$ cat src/rtl/dfr_pkg.sv
package dfr_pkg;

   // Which consumer check produced the fault (priority order top to bottom)
   typedef enum logic [1:0] {
      FSRC_NONE    = 2'd0,
      FSRC_BRANCH  = 2'd1,
      FSRC_ST_ADDR = 2'd2,
      FSRC_ST_DATA = 2'd3
   } fsrc_e;

   // Owner of the single write port in a cycle
   typedef enum logic [1:0] {
      WSRC_IDLE = 2'd0,
      WSRC_LOAD = 2'd1,
      WSRC_ALU  = 2'd2
   } wsrc_e;

endpackage

$ cat src/rtl/dfr_write_sel.sv
module dfr_write_sel
   import dfr_pkg::*;
#(
   parameter int NREGS = 32,
   parameter int XLEN  = 64,
   localparam int AW   = $clog2(NREGS)
) (
   input  logic             ld_we,
   input  logic [AW-1:0]    ld_dst,
   input  logic [XLEN-1:0]  ld_data,
   input  logic             ld_fault,
   input  logic             alu_we,
   input  logic [AW-1:0]    alu_dst,
   input  logic [XLEN-1:0]  alu_data,
   input  logic [AW-1:0]    alu_src_a,
   input  logic [AW-1:0]    alu_src_b,
   input  logic [NREGS-1:0] tags_q,
   output logic             wr_en,
   output logic [AW-1:0]    wr_dst,
   output logic [XLEN-1:0]  wr_data,
   output logic             wr_tag
);

   wsrc_e owner;
   logic  alu_src_poison;

   // Poison carried by the ALU result: either stored source tag
   assign alu_src_poison = tags_q[alu_src_a] | tags_q[alu_src_b];

   always_comb begin
      if (ld_we)       owner = WSRC_LOAD;
      else if (alu_we) owner = WSRC_ALU;
      else             owner = WSRC_IDLE;
   end

   always_comb begin
      wr_en   = 1'b0;
      wr_dst  = '0;
      wr_data = '0;
      wr_tag  = 1'b0;
      unique case (owner)
         WSRC_LOAD: begin
            wr_en   = 1'b1;
            wr_dst  = ld_dst;
            wr_data = ld_data;
            wr_tag  = ld_fault;
         end
         WSRC_ALU: begin
            wr_en   = 1'b1;
            wr_dst  = alu_dst;
            wr_data = alu_data;
            wr_tag  = alu_src_poison;
         end
         default: ;
      endcase
   end

endmodule

$ cat src/rtl/dfr_regstore.sv
module dfr_regstore #(
   parameter int NREGS    = 32,
   parameter int XLEN     = 64,
   parameter int NRD      = 2,
   parameter bit ZERO_REG = 1'b1,
   localparam int AW      = $clog2(NREGS)
) (
   input  logic                      clk,
   input  logic                      rst_n,
   input  logic                      wr_en,
   input  logic [AW-1:0]             wr_dst,
   input  logic [XLEN-1:0]           wr_data,
   input  logic                      wr_tag,
   input  logic [NRD-1:0][AW-1:0]    rd_idx,
   output logic [NRD-1:0][XLEN-1:0]  rd_data,
   output logic [NRD-1:0]            rd_tag,
   output logic [NREGS-1:0]          tags_q_o,
   output logic [NREGS-1:0]          tags_fwd_o
);

   if (NREGS != (1 << AW)) begin : g_bad_depth
      $error("dfr_regstore: NREGS must be a power of two");
   end
   if (NRD < 1) begin : g_bad_ports
      $error("dfr_regstore: NRD must be at least 1");
   end
   if (XLEN < 1) begin : g_bad_width
      $error("dfr_regstore: XLEN must be positive");
   end

   logic [XLEN-1:0]  regs_q [NREGS];
   logic [NREGS-1:0] tags_q;
   logic             wr_ok;

   // Variant: register 0 hardwired or ordinary
   if (ZERO_REG) begin : g_zero_hard
      assign wr_ok = wr_en && (wr_dst != '0);
   end else begin : g_zero_plain
      assign wr_ok = wr_en;
   end

   always_ff @(posedge clk or negedge rst_n) begin
      if (!rst_n) begin
         for (int r = 0; r < NREGS; r++) regs_q[r] <= '0;
         tags_q <= '0;
      end else if (wr_ok) begin
         regs_q[wr_dst] <= wr_data;
         tags_q[wr_dst] <= wr_tag;
      end
   end

   // Tags as seen by same-cycle consumers
   always_comb begin
      tags_fwd_o = tags_q;
      if (wr_ok) tags_fwd_o[wr_dst] = wr_tag;
   end
   assign tags_q_o = tags_q;

   for (genvar p = 0; p < NRD; p++) begin : g_rd
      logic hit;
      assign hit        = wr_ok && (wr_dst == rd_idx[p]);
      assign rd_data[p] = hit ? wr_data : regs_q[rd_idx[p]];
      assign rd_tag[p]  = hit ? wr_tag  : tags_q[rd_idx[p]];
   end

   a_r1_reset_clean: assert property (@(posedge clk) !rst_n |=> tags_q == '0);

   if (ZERO_REG) begin : g_zero_chk
      a_r4_zero_stays_clean: assert property (@(posedge clk) disable iff (!rst_n)
         !tags_q[0] && (regs_q[0] == '0));
   end

   a_r9_tag_holds_idle: assert property (@(posedge clk) disable iff (!rst_n)
      !wr_en |=> $stable(tags_q));

endmodule

$ cat src/rtl/dfr_fault_detect.sv
module dfr_fault_detect
   import dfr_pkg::*;
#(
   parameter int NREGS = 32,
   localparam int AW   = $clog2(NREGS)
) (
   input  logic             clk,
   input  logic             rst_n,
   input  logic [NREGS-1:0] tags_fwd,
   input  logic             br_valid,
   input  logic [AW-1:0]    br_idx,
   input  logic             st_valid,
   input  logic [AW-1:0]    st_addr_idx,
   input  logic [AW-1:0]    st_data_idx,
   output logic             fault_valid,
   output logic [AW-1:0]    fault_idx
);

   fsrc_e         src;
   logic [AW-1:0] src_idx;

   always_comb begin
      if (br_valid && tags_fwd[br_idx])           src = FSRC_BRANCH;
      else if (st_valid && tags_fwd[st_addr_idx]) src = FSRC_ST_ADDR;
      else if (st_valid && tags_fwd[st_data_idx]) src = FSRC_ST_DATA;
      else                                        src = FSRC_NONE;
   end

   always_comb begin
      unique case (src)
         FSRC_BRANCH:  src_idx = br_idx;
         FSRC_ST_ADDR: src_idx = st_addr_idx;
         FSRC_ST_DATA: src_idx = st_data_idx;
         default:      src_idx = '0;
      endcase
   end

   always_ff @(posedge clk or negedge rst_n) begin
      if (!rst_n) begin
         fault_valid <= 1'b0;
         fault_idx   <= '0;
      end else begin
         fault_valid <= (src != FSRC_NONE);
         fault_idx   <= src_idx;
      end
   end

   a_r5_needs_consumer: assert property (@(posedge clk) disable iff (!rst_n)
      fault_valid |-> $past(br_valid || st_valid));

   a_r6_quiet_without_check: assert property (@(posedge clk) disable iff (!rst_n)
      !(br_valid || st_valid) |=> !fault_valid && (fault_idx == '0));

endmodule

$ cat src/rtl/deferred_fault_regfile.sv
module deferred_fault_regfile #(
   parameter int NREGS    = 32,
   parameter int XLEN     = 64,
   parameter bit ZERO_REG = 1'b1,
   localparam int AW      = $clog2(NREGS),
   localparam int NRD     = 2
) (
   input  logic            clk,
   input  logic            rst_n,
   input  logic [AW-1:0]   rd_a_idx,
   output logic [XLEN-1:0] rd_a_data,
   output logic            rd_a_tag,
   input  logic [AW-1:0]   rd_b_idx,
   output logic [XLEN-1:0] rd_b_data,
   output logic            rd_b_tag,
   input  logic            ld_we,
   input  logic [AW-1:0]   ld_dst,
   input  logic [XLEN-1:0] ld_data,
   input  logic            ld_fault,
   input  logic            alu_we,
   input  logic [AW-1:0]   alu_dst,
   input  logic [XLEN-1:0] alu_data,
   input  logic [AW-1:0]   alu_src_a,
   input  logic [AW-1:0]   alu_src_b,
   input  logic            br_valid,
   input  logic [AW-1:0]   br_idx,
   input  logic            st_valid,
   input  logic [AW-1:0]   st_addr_idx,
   input  logic [AW-1:0]   st_data_idx,
   output logic            fault_valid,
   output logic [AW-1:0]   fault_idx
);

   logic                     wr_en;
   logic [AW-1:0]            wr_dst;
   logic [XLEN-1:0]          wr_data;
   logic                     wr_tag;
   logic [NREGS-1:0]         tags_q;
   logic [NREGS-1:0]         tags_fwd;
   logic [NRD-1:0][AW-1:0]   rd_idx;
   logic [NRD-1:0][XLEN-1:0] rd_data;
   logic [NRD-1:0]           rd_tag;

   assign rd_idx[0] = rd_a_idx;
   assign rd_idx[1] = rd_b_idx;
   assign rd_a_data = rd_data[0];
   assign rd_b_data = rd_data[1];
   assign rd_a_tag  = rd_tag[0];
   assign rd_b_tag  = rd_tag[1];

   dfr_write_sel #(.NREGS(NREGS), .XLEN(XLEN)) u_wsel (
      .ld_we     (ld_we),
      .ld_dst    (ld_dst),
      .ld_data   (ld_data),
      .ld_fault  (ld_fault),
      .alu_we    (alu_we),
      .alu_dst   (alu_dst),
      .alu_data  (alu_data),
      .alu_src_a (alu_src_a),
      .alu_src_b (alu_src_b),
      .tags_q    (tags_q),
      .wr_en     (wr_en),
      .wr_dst    (wr_dst),
      .wr_data   (wr_data),
      .wr_tag    (wr_tag)
   );

   dfr_regstore #(.NREGS(NREGS), .XLEN(XLEN), .NRD(NRD), .ZERO_REG(ZERO_REG)) u_store (
      .clk        (clk),
      .rst_n      (rst_n),
      .wr_en      (wr_en),
      .wr_dst     (wr_dst),
      .wr_data    (wr_data),
      .wr_tag     (wr_tag),
      .rd_idx     (rd_idx),
      .rd_data    (rd_data),
      .rd_tag     (rd_tag),
      .tags_q_o   (tags_q),
      .tags_fwd_o (tags_fwd)
   );

   dfr_fault_detect #(.NREGS(NREGS)) u_detect (
      .clk         (clk),
      .rst_n       (rst_n),
      .tags_fwd    (tags_fwd),
      .br_valid    (br_valid),
      .br_idx      (br_idx),
      .st_valid    (st_valid),
      .st_addr_idx (st_addr_idx),
      .st_data_idx (st_data_idx),
      .fault_valid (fault_valid),
      .fault_idx   (fault_idx)
   );

   a_r2_fault_load_marks: assert property (@(posedge clk) disable iff (!rst_n)
      ld_we && ld_fault && (ld_dst != '0) |=> tags_q[$past(ld_dst)]);

   a_r3_clean_load_clears: assert property (@(posedge clk) disable iff (!rst_n)
      ld_we && !ld_fault && (ld_dst != '0) |=> !tags_q[$past(ld_dst)]);

   a_r3_alu_inherits: assert property (@(posedge clk) disable iff (!rst_n)
      alu_we && !ld_we && (alu_dst != '0) && (tags_q[alu_src_a] || tags_q[alu_src_b])
      |=> tags_q[$past(alu_dst)]);

   a_r8_load_wins: assert property (@(posedge clk) disable iff (!rst_n)
      ld_we && alu_we && (ld_dst != '0) |=> tags_q[$past(ld_dst)] == $past(ld_fault));

   a_r5_fault_is_poisoned: assert property (@(posedge clk) disable iff (!rst_n)
      fault_valid |-> tags_q[fault_idx]);

endmodule

$ cat config.mk
export PLATFORM = sky130hd
export DESIGN_NAME = deferred_fault_regfile
export DESIGN_NICKNAME = d
export VERILOG_FILES = /design/src/rtl/dfr_pkg.sv /design/src/rtl/dfr_write_sel.sv /design/src/rtl/dfr_regstore.sv /design/src/rtl/dfr_fault_detect.sv /design/src/rtl/deferred_fault_regfile.sv
export SDC_FILE = /design/constraint.sdc
export NUM_CORES = 2
export LEC_CHECK = 0
export ABC_CLOCK_PERIOD_IN_PS = 5960
export BUFFER_PORTS_ARGS = -buffer_cell sky130_fd_sc_hd__buf_2
export CORE_ASPECT_RATIO = 0.8
export CORE_UTILIZATION = 60
export DETAILED_ROUTE_END_ITERATION = 8
export GPL_TIMING_DRIVEN = 0
export PLACE_DENSITY_LB_ADDON = 0.05
export REMOVE_ABC_BUFFERS = 1
export SLEW_MARGIN = 30
export SYNTH_ARGS = -nofsm -noshare
export SYNTH_HDL_FRONTEND = slang
export SYNTH_SLANG_ARGS = --single-unit
$ cat constraint.sdc
create_clock -name clk -period 5.96 [get_ports clk]
set_clock_uncertainty 0.05 [all_clocks]
set_input_delay 1.192 -clock clk [delete_from_list [all_inputs] [get_ports clk]]
set_output_delay 1.192 -clock clk [all_outputs]
set_load 0.05 [all_outputs]
### Word-level counts from Yosys, hierarchy flattened

Index checks and enable logic that the tools add are counted.

| storage, ports and cells | value |
|---|---|
| bits in registers | 2086 |
| bits in latches | 0 |
| RAM bits | 0 |
| bits in read-only memories | 0 |
| bits of input ports | 180 |
| output and inout bits | 136 |
| word-level logic and storage cells | 111 |
| memories kept | 0 |

| operators by class | value |
|---|---|
| $add $sub $neg | 0 |
| multipliers | 0 |
| div/mod/pow operators | 0 |
| $lt $le $gt $ge | 13 |
| eq/ne operators | 7 |
| shift operators | 0 |
| multiplexer cells | 41 |
| bitwise operators | 4 |
| reduce and logical (&&, ||, !) cells | 11 |

Operators with widths:

| kind | number |
|---|---|
| bitwise mux 2048 bit | 1 |
| binary-select mux 64 bit (select 5 bit) | 2 |
| 2-to-1 mux 64 bit | 7 |
| demux 64 bit (select 5 bit) | 1 |
| one-hot mux 64 bit (2 select lines) | 1 |
| less-than comparator 5 x 6 -> 1 bit (second input constant) | 8 |
| binary-select mux 1 bit (select 5 bit) | 7 |
| bitwise mux 32 bit | 1 |
| 2-to-1 mux 32 bit | 1 |
| >= comparator 6 bit (second input constant) | 3 |
| NOT 5 -> 6 bit | 3 |
| one-hot mux 5 bit (3 select lines) | 1 |
| 2-to-1 mux 1 bit | 11 |
| equality test 5 bit | 2 |
| 2-to-1 mux 2 bit | 5 |
| one-hot mux 5 bit (2 select lines) | 1 |
| logical AND 1 bit | 8 |
| equality test 2 bit (second input constant) | 3 |
| less-than comparator 6 x 1 -> 1 bit (second input constant) | 1 |
| demux 1 bit (select 5 bit) | 1 |
| >= comparator 5 x 1 -> 1 bit (second input constant) | 1 |
| nonzero test 5 bit | 1 |
| equality test 2 x 1 -> 1 bit (second input constant) | 2 |
| one-hot mux 1 bit (2 select lines) | 1 |
| 3 further kinds | 3 |

### Logic depth before layout (Yosys ltp)

| logic depth | value |
|---|---|
| word-level depth | 18 |
| mapped depth | 15 |
| gate-level depth less buffers | 12 |

### Hierarchy

Synthesis repeated with hierarchy kept, for this count alone.

| second synthesis, totals | value |
|---|---|
| cells, all modules | 7855 |
| area total of the unflattened synthesis | 112955.8 um^2 |

By module, submodules not included:

| module | instances | cells each | area an instance (um^2) | sequential area each (um^2) |
|---|---|---|---|---|
| dfr_regstore | 1 | 7431 | 110058.1 | 52049.9 |
| dfr_write_sel | 1 | 300 | 1595.3 | 0.0 |
| dfr_fault_detect | 1 | 124 | 1302.5 | 150.1 |

### Least setup slack after synthesis

Ideal clock, no wire load.

| timing path | value |
|---|---|
| path type | input -> output |
| from | input rd_b_idx[0] |
| to | output rd_b_data[29] |
| arrival | 4.651 ns |
| data required time | 4.718 ns |
| setup slack | 0.067 ns |
| cell stages on the path | 10 |
| path buffers | 6 |
| path through | clkbuf_1 -> clkbuf_1 -> clkbuf_1 -> buf_1 -> mux2_2 -> nor2_1 -> clkbuf_1 -> clkbuf_1 -> a211oi_1 -> a21oi_1 |

| between the ends | value |
|---|---|
| longest elaborated chain between the ends | 5 |
| elaborated cells on any way between the ends | 7 |
| those cells by class | eq/ne: 1; mux: 4; bitwise: 1; reduce/logical: 1 |

RTL lines:

| element | line | source |
|---|---|---|
| from (decl) | deferred_fault_regfile.sv:13 | `input logic [AW-1:0] rd_b_idx,` |
| NOT 5 -> 6 bit (not written as such) | dfr_regstore.sv:62 | `assign rd_data[p] = hit ? wr_data : regs_q[rd_idx[p]];` |
| binary-select mux 64 bit (select 5 bit) | dfr_regstore.sv:62 |  |
| 2-to-1 mux 64 bit (not written as such) (2 in a row) | dfr_regstore.sv:62 |  |
| 2-to-1 mux 64 bit (*) | dfr_regstore.sv:62 |  |
| to (decl) | deferred_fault_regfile.sv:14 | `output logic [XLEN-1:0] rd_b_data,` |

Mark *: on every way between the ends. The rest lies on a longest branch, timed or not. The select of a mux whose other input is x is not followed.

### Worst setup path after layout

| timing path | value |
|---|---|
| from | input rd_b_idx[0] |
| to | output rd_b_data[44] |

Same word-level chain as after synthesis.

==> out/qor.yml <==
status: "finished clean"
netSwitchingPower_w: 0.0144
cap_viol_max_count: 0
end_kind: "output pin"
start_util_pct: 60.4
path_cells: "buf_16 -> buf_16 -> buf_16 -> buf_16 -> buf_16 -> mux4_2 -> mux4_2 -> nor2b_1 -> a211oi_1 -> a21oi_1 -> buf_2"
grt_max_degree: 126
drt-initial-drc-count: 10700
gp_congestion: 0.910
worstSetupPathType: "in -> out"
ff2ff_setup_slack_ns: 1.23
slew_viol_final: 0
cts_hold_buf: 0
cts-root-buf: "clkbuf_16"
wl_um: 359000
synth_cell_types: 71
core_mm2: 0.182
seq_area_mm2: 0.0522
wl_per_cell_um: 29.3
ys_seq_area_share_pct: 47.5
p_comb_share_pct: 26.0
grt-ovfl-total: 0
tritoncts: "done"
drt_first_pass_iters: 7
htree_levels: 4
fin_util_pct: 70.2
ys_async_sr_fraction_pct: 100
synth_top_area_share_pct: 47.5
p_int_w: 0.0318
crit_path_top_delay_cell: "mux4_2"
ys.flop_type: "dfrtp_1"
syn_inst: 9618
stdcell_area_mm2: 0.128
synthTopCellsByCount: "dfrtp_1, nand2_1, mux4_2, o21ai_0, a21oi_1"
ios: 316
die_area_mm2: 0.185
required_ns: 4.72
fin_nets: 9873
post-place-cells: 11900
crit_top_cell: "buf_16"
clock_sink_count: 2086
worstPathMaxFanout: 38
hp-class: "in -> async"
ir_drop_mv: 0.309
hold_viol: 0
grt_pass1_vias: 85100
placementRows: 140
setup_viol: 0
r2r_end: "u_detect.fault_idx[0]"
synth_edf_count: 0
start_kind: "primary input"
placed_cell_area_mm2: 0.120
clk_latency_ns: 0.86
yosys-top-cells-area: "dfrtp_1, mux4_2, o21ai_0"
post-synth-top-count-cell: "dfrtp_1"
port_buffers: 315
die_height_um: 385
max-slew-margin-rel_pct: 29.6
yosysWarnings: 0
n_fill_cell: 12600
critPathTopFamily: "buffers and inverters"
r2r_cells: 11
grt_pass1_wl_um: 545000
power_frac_seq_pct: 44.0
finalNonFillerCells: 12300
avgSynthCellArea_um2: 11.4
die_width_um: 481
yosys.area.top_type: "dfrtp_1"
syn-cell-area_mm2: 0.110
antenna_found_initial: 3
powerDensity_mw_per_mm2: 362
worst_slew_pin_slew_ns: 1.06
multi_input_area_mm2: 0.0546
area_delta_synth_final_pct: 16.2
clkPwrFrac_pct: 30.0
drive_gt1_share_pct: 27.7
r2r_start: "u_store.tags_q_o[0]"
rsz0062_at_grt: "true"
fmax_ghz: 0.170
clockBufferDepth: 3
dp_hpwl_um: 231000
preCtsSetupSlack_ns: -1.17
fin_crit_ns: 5.89
ys_seq_elements: 2086
max_stage_delay_ns: 0.54
track_usage_pct: 39.8
cts_buffers: 205
p_leak_nw: 54.5
worst_slack_ns: 0.0674
clk_pin_slew_ns: 0.06
period_share_pct: 98.9
crit_arrival_ns: 4.65
worst-path-buf-inv: 6
ant_nets: 0
vias: 84800
via_per_inst: 6.91
switching_share_pct: 31.2
post-route-drc-count: 0
state kept, by name (all words and copies together) (netlist names):
register / count
u_detect.fault_idx: 5
u_detect.fault_valid: 1
u_store.regs_q: 2048
u_store.tags_q_o: 32
area by class of cell:
cell class                      instances  area share [%]
Multi-Input combinational cell       6413            42.7
Sequential cell                      2086            40.8
Timing Repair Buffer                  971            8.44
Clock buffer                          305            4.81
Tap cell                             2414            2.36
Clock inverter                         70           0.763
Inverter                               16          0.0470
Antenna cell                            3         0.00587
stage by stage:
stage / total power [W] / hold WS [ns] / TNS, ns
6_report: 0.0462 / 0.150 / 0
5_1_grt: 0.0483 / 0.144 / -0.383
4_1_cts: 0.0461 / 0.126 / 0
3_5_place_dp: 0.0322 / 0.332 / -95.72
3_3_place_gp: 0.0324 / 0.326 / -
2_1_floorplan: 0.0280 / 0.315 / -2938.58
cell families after synthesis:
kind of cell | after synthesis | synth area share (%)
and+or+nand+nor | 2532 | 9.24
AOI/OAI and AO/OA | 2503 | 12.0
DFF | 2086 | 47.5
muxes | 1370 | 27.3
buffers and inverters | 1119 | 3.84
xor gates and xnor gates | 8 | 0.0637
cells in the final DEF, fill, tap and decap left out, types with 15 or more instances in the layout:
| cell type | instances |
|---|---|
| a211oi_1 | 124 |
| a21oi_1 | 916 |
| a21oi_4 | 63 |
| buf_12 | 72 |
| buf_16 | 127 |
| buf_2 | 485 |
| buf_4 | 74 |
| buf_6 | 15 |
| buf_8 | 42 |
| bufbuf_16 | 20 |
| bufinv_16 | 22 |
| clkbuf_1 | 46 |
| clkbuf_16 | 217 |
| clkbuf_8 | 45 |
| clkdlybuf4s15_2 | 47 |
| clkdlybuf4s18_2 | 76 |
| clkinv_2 | 33 |
| dfrtp_1 | 2086 |
| mux2i_1 | 51 |
| mux4_2 | 1305 |
| nand2_1 | 1377 |
| nand3_1 | 25 |
| nor2_1 | 877 |
| nor2b_1 | 142 |
| o21ai_0 | 1267 |
power by group through the flow:
stage | Sequential [W] | Combinational, W | Clock [W]
final | 0.0203 | 0.0120 | 0.0139
after global routing | 0.0207 | 0.0131 | 0.0145
after floorplan | 0.0196 | 0.00845 | 0
after CTS | 0.0202 | 0.0120 | 0.0140
after global placement | 0.0202 | 0.0122 | 0
after detailed placement | 0.0204 | 0.0118 | 0
layer usage:
layer	global-route usage [%]	wire [um]	up-vias	part of all wire, %
met3	7.82	34400	1079	9.6
met5	0	0	-	0
li1	-	-	35400	-
met1	55.0	137000	43500	38
met2	61.9	169000	4831	47
met4	18.1	18300	0	5.1
how the worst max path moves through the flow:
| stage | slack [ns] | endpoint | startpoint | cells after the start |
|---|---|---|---|---|
| finish | 0.07 | rd_b_data[44] | rd_b_idx[0] | 11 |
| global route | -0.09 | rd_b_data[41] | rd_b_idx[0] | 11 |
| CTS | 0.004 | rd_b_data[6] | rd_b_idx[0] | 10 |
| detailed placement | -1.17 | rd_b_data[5] | rd_b_idx[0] | 13 |
| global placement | -42.61 | u_store.regs_q[29] | rst_n | 1 |
| floorplan | -5.29 | u_detect.fault_idx[0] | ld_we | 11 |
what timing repair did:
action / in CTS / in global routing
buffers inserted: 5 / 0
setup endpoints to repair: 130 / 52
pin swaps: 2 / 0
gates cloned: 22 / 3
resized for setup: 19 / 16
Note: power is estimated with default switching activity, not from simulation.
